**config.mk**
```make
export PLATFORM = sky130hd
export DESIGN_NAME = spi_adc_seq
export DESIGN_NICKNAME = d
export VERILOG_FILES = /design/src/rtl/spi_adc_pkg.sv /design/src/rtl/spi_adc_sync.sv /design/src/rtl/spi_adc_init_rom.sv /design/src/rtl/spi_adc_shifter.sv /design/src/rtl/spi_adc_seq.sv
export SDC_FILE = /design/constraint.sdc
export NUM_CORES = 1
export LEC_CHECK = 0
export ABC_CLOCK_PERIOD_IN_PS = 4150
export BUFFER_PORTS_ARGS = -buffer_cell sky130_fd_sc_hd__buf_2
export CELL_PAD_IN_SITES_DETAIL_PLACEMENT = 2
export CELL_PAD_IN_SITES_GLOBAL_PLACEMENT = 2
export CORE_ASPECT_RATIO = 1.5
export CORE_UTILIZATION = 44
export CTS_BUF_LIST = sky130_fd_sc_hd__clkbuf_2 sky130_fd_sc_hd__clkbuf_4 sky130_fd_sc_hd__clkbuf_8
export DETAILED_ROUTE_END_ITERATION = 8
export HOLD_SLACK_MARGIN = 0.15
export PLACE_DENSITY_LB_ADDON = 0.1
export SYNTH_ARGS = -nofsm -noshare
export SYNTH_HDL_FRONTEND = slang
export SYNTH_SLANG_ARGS = --single-unit
```
**constraint.sdc**
```tcl
create_clock -name clk -period 4.15 [get_ports clk]
set_input_delay 0.83 -clock clk [delete_from_list [all_inputs] [get_ports clk]]
set_output_delay 0.83 -clock clk [all_outputs]
set_load 0.02 [all_outputs]
```
**src/rtl/spi_adc_pkg.sv**
```systemverilog
package spi_adc_pkg;

    typedef enum logic [2:0] {
        ST_PWRUP,
        ST_INIT_XFER,
        ST_GAP,
        ST_WAIT_RDY,
        ST_CMD_XFER,
        ST_PAUSE,
        ST_DATA_XFER
    } seq_state_e;

    localparam logic [7:0] CMD_WREG  = 8'h50;
    localparam logic [7:0] CMD_RDATA = 8'h01;
    localparam int         ROM_SLOTS = 4;

    // {register address, register value}
    function automatic logic [15:0] init_entry(input int idx);
        case (idx)
            0:       return {8'h00, 8'h04};
            1:       return {8'h01, 8'h08};
            2:       return {8'h02, 8'h00};
            3:       return {8'h03, 8'hF0};
            default: return 16'h0000;
        endcase
    endfunction

endpackage

```
**src/rtl/spi_adc_sync.sv**
```systemverilog
module spi_adc_sync #(
    parameter int STAGES = 2
) (
    input  logic clk,
    input  logic rst_n,
    input  logic din,
    output logic dout
);
    logic [STAGES-1:0] chain_d, chain_q;

    generate
        if (STAGES == 1) begin : g_one
            always_comb chain_d = din;
        end else begin : g_many
            always_comb chain_d = {chain_q[STAGES-2:0], din};
        end
    endgenerate

    // reset to 1: the ready line is active low
    always_ff @(posedge clk or negedge rst_n) begin
        if (!rst_n) chain_q <= '1;
        else        chain_q <= chain_d;
    end

    assign dout = chain_q[STAGES-1];
endmodule

```
**src/rtl/spi_adc_init_rom.sv**
```systemverilog
module spi_adc_init_rom
    import spi_adc_pkg::*;
#(
    parameter int INIT_LEN = 4,
    parameter int DATA_W   = 24,
    localparam int IW      = (INIT_LEN < 1) ? 1 : $clog2(INIT_LEN + 1)
) (
    input  logic [IW-1:0]     idx,
    output logic [DATA_W-1:0] word
);
    logic [15:0] entry;

    always_comb begin
        entry = init_entry(int'(idx));
        // write-register frame: command|address, count-1 = 0, value
        word  = {CMD_WREG | entry[15:8], 8'h00, entry[7:0], {(DATA_W-24){1'b0}}};
    end
endmodule

```
**src/rtl/spi_adc_shifter.sv**
```systemverilog
module spi_adc_shifter #(
    parameter int SCLK_DIV = 5,
    parameter int DATA_W   = 24,
    localparam int HI_CYC  = SCLK_DIV / 2,
    localparam int CW      = $clog2(SCLK_DIV),
    localparam int BW      = $clog2(DATA_W + 1)
) (
    input  logic              clk,
    input  logic              rst_n,
    input  logic              start,
    input  logic [BW-1:0]     nbits,
    input  logic [DATA_W-1:0] tx,
    input  logic              miso,
    output logic              sclk,
    output logic              mosi,
    output logic              done,
    output logic [DATA_W-1:0] rx
);
    typedef struct packed {
        logic              active;
        logic [CW-1:0]     cnt;
        logic [BW-1:0]     left;
        logic              sclk;
        logic              mosi;
        logic [DATA_W-1:0] txsh;
        logic [DATA_W-1:0] rxsh;
        logic              done;
    } shf_t;

    shf_t s_d, s_q;

    always_comb begin
        s_d      = s_q;
        s_d.done = 1'b0;
        if (!s_q.active) begin
            if (start) begin
                // first rising edge: present MSB
                s_d.active = 1'b1;
                s_d.cnt    = '0;
                s_d.left   = nbits;
                s_d.sclk   = 1'b1;
                s_d.mosi   = tx[DATA_W-1];
                s_d.txsh   = tx << 1;
                s_d.rxsh   = '0;
            end
        end else begin
            s_d.cnt = s_q.cnt + 1'b1;
            if (s_q.cnt == CW'(HI_CYC - 1)) begin
                // falling edge: capture the converter's bit
                s_d.sclk = 1'b0;
                s_d.rxsh = {s_q.rxsh[DATA_W-2:0], miso};
            end
            if (s_q.cnt == CW'(SCLK_DIV - 1)) begin
                s_d.cnt = '0;
                if (s_q.left == BW'(1)) begin
                    s_d.active = 1'b0;
                    s_d.done   = 1'b1;
                end else begin
                    s_d.left = s_q.left - 1'b1;
                    s_d.sclk = 1'b1;
                    s_d.mosi = s_q.txsh[DATA_W-1];
                    s_d.txsh = s_q.txsh << 1;
                end
            end
        end
    end

    always_ff @(posedge clk or negedge rst_n) begin
        if (!rst_n) s_q <= '0;
        else        s_q <= s_d;
    end

    assign sclk = s_q.sclk;
    assign mosi = s_q.mosi;
    assign done = s_q.done;
    assign rx   = s_q.rxsh;
endmodule

```
**src/rtl/spi_adc_seq.sv**
```systemverilog
module spi_adc_seq
    import spi_adc_pkg::*;
#(
    parameter int PWRUP_CYC = 200000,
    parameter int SCLK_DIV  = 5,
    parameter int GAP_SCLK  = 7,
    parameter int INIT_LEN  = 4,
    parameter int DATA_W    = 24,
    parameter int SYNC_STG  = 2
) (
    input  logic              clk,
    input  logic              rst_n,
    input  logic              drdy_n,
    input  logic [1:0]        chan_sel,
    input  logic              miso,
    output logic              cs_n,
    output logic              sclk,
    output logic              mosi,
    output logic [1:0]        chan_pins,
    output logic [DATA_W-1:0] data,
    output logic              data_valid
);
    localparam int PAUSE_CYC = GAP_SCLK * SCLK_DIV;
    localparam int CSGAP_CYC = SCLK_DIV;
    localparam int TMAX_A    = (PWRUP_CYC > PAUSE_CYC) ? PWRUP_CYC : PAUSE_CYC;
    localparam int TMAX      = (TMAX_A > CSGAP_CYC) ? TMAX_A : CSGAP_CYC;
    localparam int TW        = $clog2(TMAX + 1);
    localparam int IW        = (INIT_LEN < 1) ? 1 : $clog2(INIT_LEN + 1);
    localparam int BW        = $clog2(DATA_W + 1);

    typedef struct packed {
        seq_state_e        st;
        logic [TW-1:0]     cnt;
        logic [IW-1:0]     idx;
        logic              init_done;
        logic              cs_n;
        logic              start;
        logic [1:0]        chan;
        logic [DATA_W-1:0] data;
        logic              valid;
    } seq_t;

    seq_t q_d, q_q;

    logic              rdy_n_s;
    logic              sh_done;
    logic [DATA_W-1:0] sh_rx;
    logic [DATA_W-1:0] rom_word;
    logic [DATA_W-1:0] tx_word;
    logic [BW-1:0]     tx_bits;

    spi_adc_sync #(.STAGES(SYNC_STG)) u_sync (
        .clk   (clk),
        .rst_n (rst_n),
        .din   (drdy_n),
        .dout  (rdy_n_s)
    );

    spi_adc_init_rom #(.INIT_LEN(INIT_LEN), .DATA_W(DATA_W)) u_rom (
        .idx  (q_q.idx),
        .word (rom_word)
    );

    always_comb begin
        case (q_q.st)
            ST_CMD_XFER:  tx_word = {CMD_RDATA, {(DATA_W-8){1'b0}}};
            ST_DATA_XFER: tx_word = '0;
            default:      tx_word = rom_word;
        endcase
        tx_bits = (q_q.st == ST_CMD_XFER) ? BW'(8) : BW'(DATA_W);
    end

    spi_adc_shifter #(.SCLK_DIV(SCLK_DIV), .DATA_W(DATA_W)) u_shf (
        .clk   (clk),
        .rst_n (rst_n),
        .start (q_q.start),
        .nbits (tx_bits),
        .tx    (tx_word),
        .miso  (miso),
        .sclk  (sclk),
        .mosi  (mosi),
        .done  (sh_done),
        .rx    (sh_rx)
    );

    always_comb begin
        q_d       = q_q;
        q_d.start = 1'b0;
        q_d.valid = 1'b0;
        case (q_q.st)
            ST_PWRUP: begin
                q_d.cnt = q_q.cnt + 1'b1;
                if (q_q.cnt == TW'(PWRUP_CYC - 1)) begin
                    q_d.cnt = '0;
                    if (INIT_LEN == 0) begin
                        q_d.init_done = 1'b1;
                        q_d.st        = ST_WAIT_RDY;
                    end else begin
                        q_d.st    = ST_INIT_XFER;
                        q_d.cs_n  = 1'b0;
                        q_d.start = 1'b1;
                    end
                end
            end
            ST_INIT_XFER: begin
                if (sh_done) begin
                    q_d.cs_n = 1'b1;
                    q_d.idx  = q_q.idx + 1'b1;
                    q_d.cnt  = '0;
                    q_d.st   = ST_GAP;
                end
            end
            ST_GAP: begin
                q_d.cnt = q_q.cnt + 1'b1;
                if (q_q.cnt == TW'(CSGAP_CYC - 1)) begin
                    q_d.cnt = '0;
                    if (q_q.init_done || q_q.idx == IW'(INIT_LEN)) begin
                        q_d.init_done = 1'b1;
                        q_d.st        = ST_WAIT_RDY;
                    end else begin
                        q_d.st    = ST_INIT_XFER;
                        q_d.cs_n  = 1'b0;
                        q_d.start = 1'b1;
                    end
                end
            end
            ST_WAIT_RDY: begin
                if (!rdy_n_s) begin
                    q_d.st    = ST_CMD_XFER;
                    q_d.cs_n  = 1'b0;
                    q_d.start = 1'b1;
                    q_d.chan  = chan_sel;
                end
            end
            ST_CMD_XFER: begin
                if (sh_done) begin
                    q_d.cnt = '0;
                    q_d.st  = ST_PAUSE;
                end
            end
            ST_PAUSE: begin
                q_d.cnt = q_q.cnt + 1'b1;
                if (q_q.cnt == TW'(PAUSE_CYC - 1)) begin
                    q_d.cnt   = '0;
                    q_d.st    = ST_DATA_XFER;
                    q_d.start = 1'b1;
                end
            end
            ST_DATA_XFER: begin
                if (sh_done) begin
                    q_d.data  = sh_rx;
                    q_d.valid = 1'b1;
                    q_d.cs_n  = 1'b1;
                    q_d.cnt   = '0;
                    q_d.st    = ST_GAP;
                end
            end
            default: q_d.st = ST_PWRUP;
        endcase
    end

    always_ff @(posedge clk or negedge rst_n) begin
        if (!rst_n) begin
            q_q      <= '0;
            q_q.st   <= ST_PWRUP;
            q_q.cs_n <= 1'b1;
        end else begin
            q_q <= q_d;
        end
    end

    assign cs_n       = q_q.cs_n;
    assign chan_pins  = q_q.chan;
    assign data       = q_q.data;
    assign data_valid = q_q.valid;
endmodule

```
Word level (Yosys, flattened, before mapping). Index checks and enable logic that the tools add are counted. Widths: inputs -> output; s select.

Output and inout port bits: 30. RAM bits: 0. Bits in latches: 0. Memories kept: 0. ROM bits: 0. Logic and storage cells: 100. Register bits after elaboration: 116.

Div/mod/pow operators: 0. $mul: 0. Shift-type cells: 0. Add/subtract/negate cells: 4. Magnitude comparators: 0. Reductions and logical operators: 16. Bitwise logic cells: 1. Muxes and demuxes: 33. Equal/unequal tests: 28.

Operators with widths (count): $mux 59 (2); $pmux 18 s6 (1); $mux 21 (5); $mux 24 (2); $pmux 24 s2 (1); $pmux 10 s4 (1); $mux 35 (1); $mux 31 (1); $pmux 3 s7 (1); $add 18x1->18 const B (1); $eq 18x18->1 const B (1); $eq 18x3->1 const B (1); $eq 18x6->1 const B (1); $ne 2x2->1 const B (8); $eq 3x3->1 const B (5); $eq 3x2->1 const B (4); $eq 3x1->1 const B (3); $mux 1 (9); $mux 2 (4); $ne 2x1->1 const B (4); $pmux 1 s4 (2); $reduce_and 2->1 (4); $reduce_and 7->1 (1); $add 3x1->3 const B (2); 15 further kinds (17).

Depth between registers and ports, before layout.
Word-level depth: 5. Depth in mapped cells: 9.

Hierarchy. From an unflattened synthesis, not the netlist that was laid out.

Cell total of the unflattened synthesis: 650. Area total of the unflattened synthesis: 6108.4 sq um.

Modules (own cells, without submodules): spi_adc_seq (times used 1, cells an instance 350, area an instance 3030.4 sq um); spi_adc_shifter (times used 1, cells an instance 272, area an instance 2841.5 sq um); spi_adc_init_rom (times used 1, cells an instance 26, area an instance 183.9 sq um); spi_adc_sync (times used 1, cells an instance 2, area an instance 52.6 sq um).

Least setup slack after synthesis. Ideal clock, no wire load.

Kind: register to register. From: register u_shf.s_q[52] in the netlist's numbering. To: register u_shf.s_q[48] in the netlist's numbering. Data arrival time: 1729 ps. Setup slack: 2295 ps. Data required time: 4024 ps. Stages on the path, launching flop included: 8. Period minus slack after synthesis: 1855 ps. Path through: dfrtp_1 -> inv_1 -> ha_1 -> or4b_4 -> nor2b_1 -> buf_6 -> buf_6 -> a221o_1.

Word-level cells in the longest chain between the ends: 3.

RTL lines: start: declaration (RTL line spi_adc_shifter.sv:30) `shf_t s_d, s_q;`; start signal: assignment (RTL line spi_adc_shifter.sv:69) `if (!rst_n) s_q <= '0;`; start signal: assignment (RTL line spi_adc_shifter.sv:70) `else s_q <= s_d;`; $eq 5x1->1 (RTL line spi_adc_shifter.sv:55) `if (s_q.left == BW'(1)) begin`; $ne 2x2->1 (no line); $reduce_and 3->1 (no line).

No other way between the ends. A chain may end at the register's enable or synchronous reset.

Worst setup path after layout.
From: register u_shf.s_q[59] in the netlist's numbering. To: register u_shf.s_q[32] in the netlist's numbering.

Word-level cells in the longest chain between the ends: 2. Elaborated cells on any way between the ends: 5. Classes of those cells: eq/ne (2); mux (1); reduce/logical (2).

RTL lines: $ne 2x2->1 (no line) or $reduce_bool 2->1 (tied branches); $reduce_and 3->1 (no line).

Parallel ways exist; a longest one is shown, timed or not.

==> reports/results.md <==
Timing
* 0 ns — final setup TNS
* 0 — final setup fails
* 0 — Final Hold Violating Endpoints
* 414 MHz — highest clock rate
* 0.0121 ns — Max Clock Skew
* 58.1% — fraction of the cycle the final worst path needs
* 2.41 ns — min cycle time layout
* 0 — count of pins over their slew limit
* false — unrepaired setup endpoints after global routing
* 1.08 ns — transition at the pin with the smallest max-transition slack
* 28.1% — worst rel slew slack

Yosys
* 2.75% — Adder-Cell Fraction of Synth Area
* 3.05% — XOR/XNOR Fraction of Synth Area
* 568 — Synthesized Nets
* 49 — number of different library cells in the post-synthesis netlist
* 9.92 sq um — syn avg cell area
* 0.00546 sq mm — Netlist Area Pre-Place
* simple AND/OR/NAND/NOR gates — dominant combinational cell family by area after synthesis
* 52.8% — sequential share of the synthesized area
* sky130_fd_sc_hd__dfrtp_1 — commonest register cell after synthesis
* 0 — EDFF count, synth
* 115 — flip-flop and latch count after synthesis
* 5.36% — post-synthesis mux area share
* 22.1% — Post-Synth Simple-Gate Area
* 0 — Syn. warnings
* 100% — share of flip-flops with an asynchronous set or reset after synthesis
* 6.51% — share of the synthesized area in compound gates (AO/OA/AOI/OAI)
* 550 — cell count after synthesis

Setup path
* 0.76 ns — worst stage delay on the critical path
* register — critical path launch point type
* 4 — Reg2Reg Depth
* register — Critical Path Sink Type
* nand2b_2 -> nor3_1 -> nand2_1 -> nand3_1 — cells traversed along the worst timing path
* reg2reg — type of the worst setup path
* sky130_fd_sc_hd__nand2b_2 — worst-path cell with the longest stage delay
* 4.51 ns — WP data required
* 51 — CP max FO
* 2.78 ns — arrival time reported for the critical path endpoint

Clock tree
* 0 — count of cells resized by post-cts repair
* 4 — number of H-tree levels
* 17 — number of clock buffers inserted by TritonCTS
* 2 — deepest clock path buffer count
* 115 — CTS sink count
* 0.07 ns — clock-pin slew on the worst setup and hold paths
* 0 — # Post-CTS Setup Buffers
* 0.43 ns — clock latency on the worst-skew pair
* 0 — total of hold buffers inserted after clock tree synthesis
* yes — CTS tree
* sky130_fd_sc_hd__clkbuf_8 — master cell of the clock root buffer

Placed design
* 0.00553 sq mm — placed standard-cell area
* 0.779 — final weighted congestion in routability-driven placement
* 35 — I/O Buffers
* 9110 microns — Detail Placement HPWL

Pwr
* 2.15 mW — total power draw
* 365 mW/mm^2 — power density cells
* 2.96 nW — static leakage
* 0.173 mV — worst IR drop on VDD

Floorplan
* 138 microns — die boundary height
* 92.9 microns — floorplan die width
* 45.4% — effective utilization at floorplan
* 0.0129 sq mm — die area
* 0.0120 sq mm — core footprint
* 49 — number of rows created at floorplan
* 36 — number of top-level pins

Routing
* 0 — count of unresolved DRC violations after routing
* 5.48 — Vias per Instance
* 4 — First-pass DRT Iterations
* 193 — Detailed Route Iter0 Violations
* 0 — final antenna-violating net count
* 13400 microns — Final Routed Wirelength
* 18.6 microns — mean routed wirelength per cell
* 3934 — number of vias in the routed layout

Global routing
* 0 — global route overflow
* 61 — largest net degree at the start of global routing
* 22700 microns — global-route wire length before repair
* 4508 — vias in the first global route
* 22.8% — GRT Util Overall
* 0 — initial antenna violation count

Outcome
* completed — result of the run

Final layout
* 18.6% — fraction of final layout cells with drive strength greater than 1
* 0.00590 sq mm — final instance area
* 8.14% — Area growth, synth to finish
* 0 — antenna cell count
* 571 — layout net count

Min path
* 0 — instance count along the most critical hold path
* reg2reg — type of the most critical hold path

Run
* 0 — max capacitance violation total

path summary, 6_finish.rpt:
path                                   start                 to  slack [ns]
setup / recovery               u_shf.s_q[59]      u_shf.s_q[32]        1.74
hold / removal             u_sync.chain_q[0]  u_sync.chain_q[1]        0.37
setup reg to reg               u_shf.s_q[59]      u_shf.s_q[32]        1.74
hold reg to reg            u_sync.chain_q[0]  u_sync.chain_q[1]        0.37
max in group asynchronous              rst_n      u_shf.s_q[43]        2.90
min in group asynchronous              rst_n            data[7]        0.46
state kept, by name, indices dropped and copies added (netlist names):
register	flops
q_q	26
data_valid	1
u_shf.done	1
u_shf.s_q	32
cs_n	1
u_shf.mosi	1
u_shf.rx	24
u_sync.chain_q	2
chan_pins	2
data	24
u_shf.sclk	1
cell type report:
| class | count | area, sq um |
|---|---|---|
| inverter | 19 | 71.3 |
| timing repair buffer | 38 | 213 |
| fill | 1295 | 6110 |
| sequential | 115 | 2880 |
| clock buffer | 17 | 234 |
| clock inverter | 14 | 140 |
| multi-input combinational | 362 | 2170 |
| tap | 153 | 191 |
report_power, final:
part,switching [mW],leakage [nW],internal [mW],total [mW]
registers,0.000562,1.58,1.12,1.12
logic,0.0223,1.20,0.00397,0.0263
clock network,0.481,0.179,0.525,1.01
metrics by stage:
step	setup WS (ns)	util (%)	cells	hold slack [ns]
4_1_cts	1.65	49.1	718	0.364
3_3_place_gp	1.75	46.0	687	0.347
5_1_grt	1.58	49.1	718	0.368
2_1_floorplan	2.30	-	550	0.345
6_report	1.74	49.1	718	0.366
3_5_place_dp	1.68	46.0	687	0.353
synthesized netlist by cell type, types with 4 or more instances:
cell / count / area share (%)
sky130_fd_sc_hd__nor2_1: 38 / 2.6
sky130_fd_sc_hd__nand2b_1: 6 / 0.69
sky130_fd_sc_hd__nand2_1: 102 / 7.0
sky130_fd_sc_hd__xnor2_1: 18 / 2.9
sky130_fd_sc_hd__inv_1: 19 / 1.3
sky130_fd_sc_hd__a21oi_1: 11 / 1.0
sky130_fd_sc_hd__and3_1: 4 / 0.46
sky130_fd_sc_hd__mux2_2: 26 / 5.4
sky130_fd_sc_hd__a221o_1: 7 / 1.3
sky130_fd_sc_hd__buf_2: 14 / 1.3
sky130_fd_sc_hd__dfrtp_1: 112 / 51
sky130_fd_sc_hd__nand3_1: 62 / 5.7
sky130_fd_sc_hd__clkbuf_1: 10 / 0.69
sky130_fd_sc_hd__nor3_1: 15 / 1.4
sky130_fd_sc_hd__buf_4: 27 / 3.7
sky130_fd_sc_hd__ha_1: 12 / 2.8
sky130_fd_sc_hd__o21ai_0: 12 / 1.1
cells by family (layout without fill, tap and decap cells):
group                      count (synthesis)  after routing
and+or+nand+nor                          255            255
DFF                                      115            115
muxes                                     26             26
adders and majority gates                 12             12
buffers and inverters                     73             88
xor gates and xnor gates                  19             19
AOI/OAI and AO/OA                         50             50
critical path, delay by kind of cell (launching register included):
| family | cells | cell delay (ns) |
|---|---|---|
| flops | 1 | 0.50 |
| simple gates | 4 | 1.85 |
cell usage in the layout, fill, tap and decap left out, drive strengths merged, types with 7 or more instances in the layout:
cell and count:
nand3 62, nor3 16, o21ai 12, a221o 7
clkbuf 17, a21oi 12, dfrtp 112, ha 12
nor2 38, buf 38, nand2 102, mux2 26
xnor2 18, inv 20
routing by layer:
metal / up-vias / track usage [%] / part of all wire (%)
met5: - / 0 / 0
met1: 2023 / 24.4 / 38
met2: 52 / 42.5 / 57
li1: 1842 / - / -
met4: 0 / 8.10 / 1.9
met3: 17 / 5.39 / 2.3
Power figures use the tool's default switching activity.
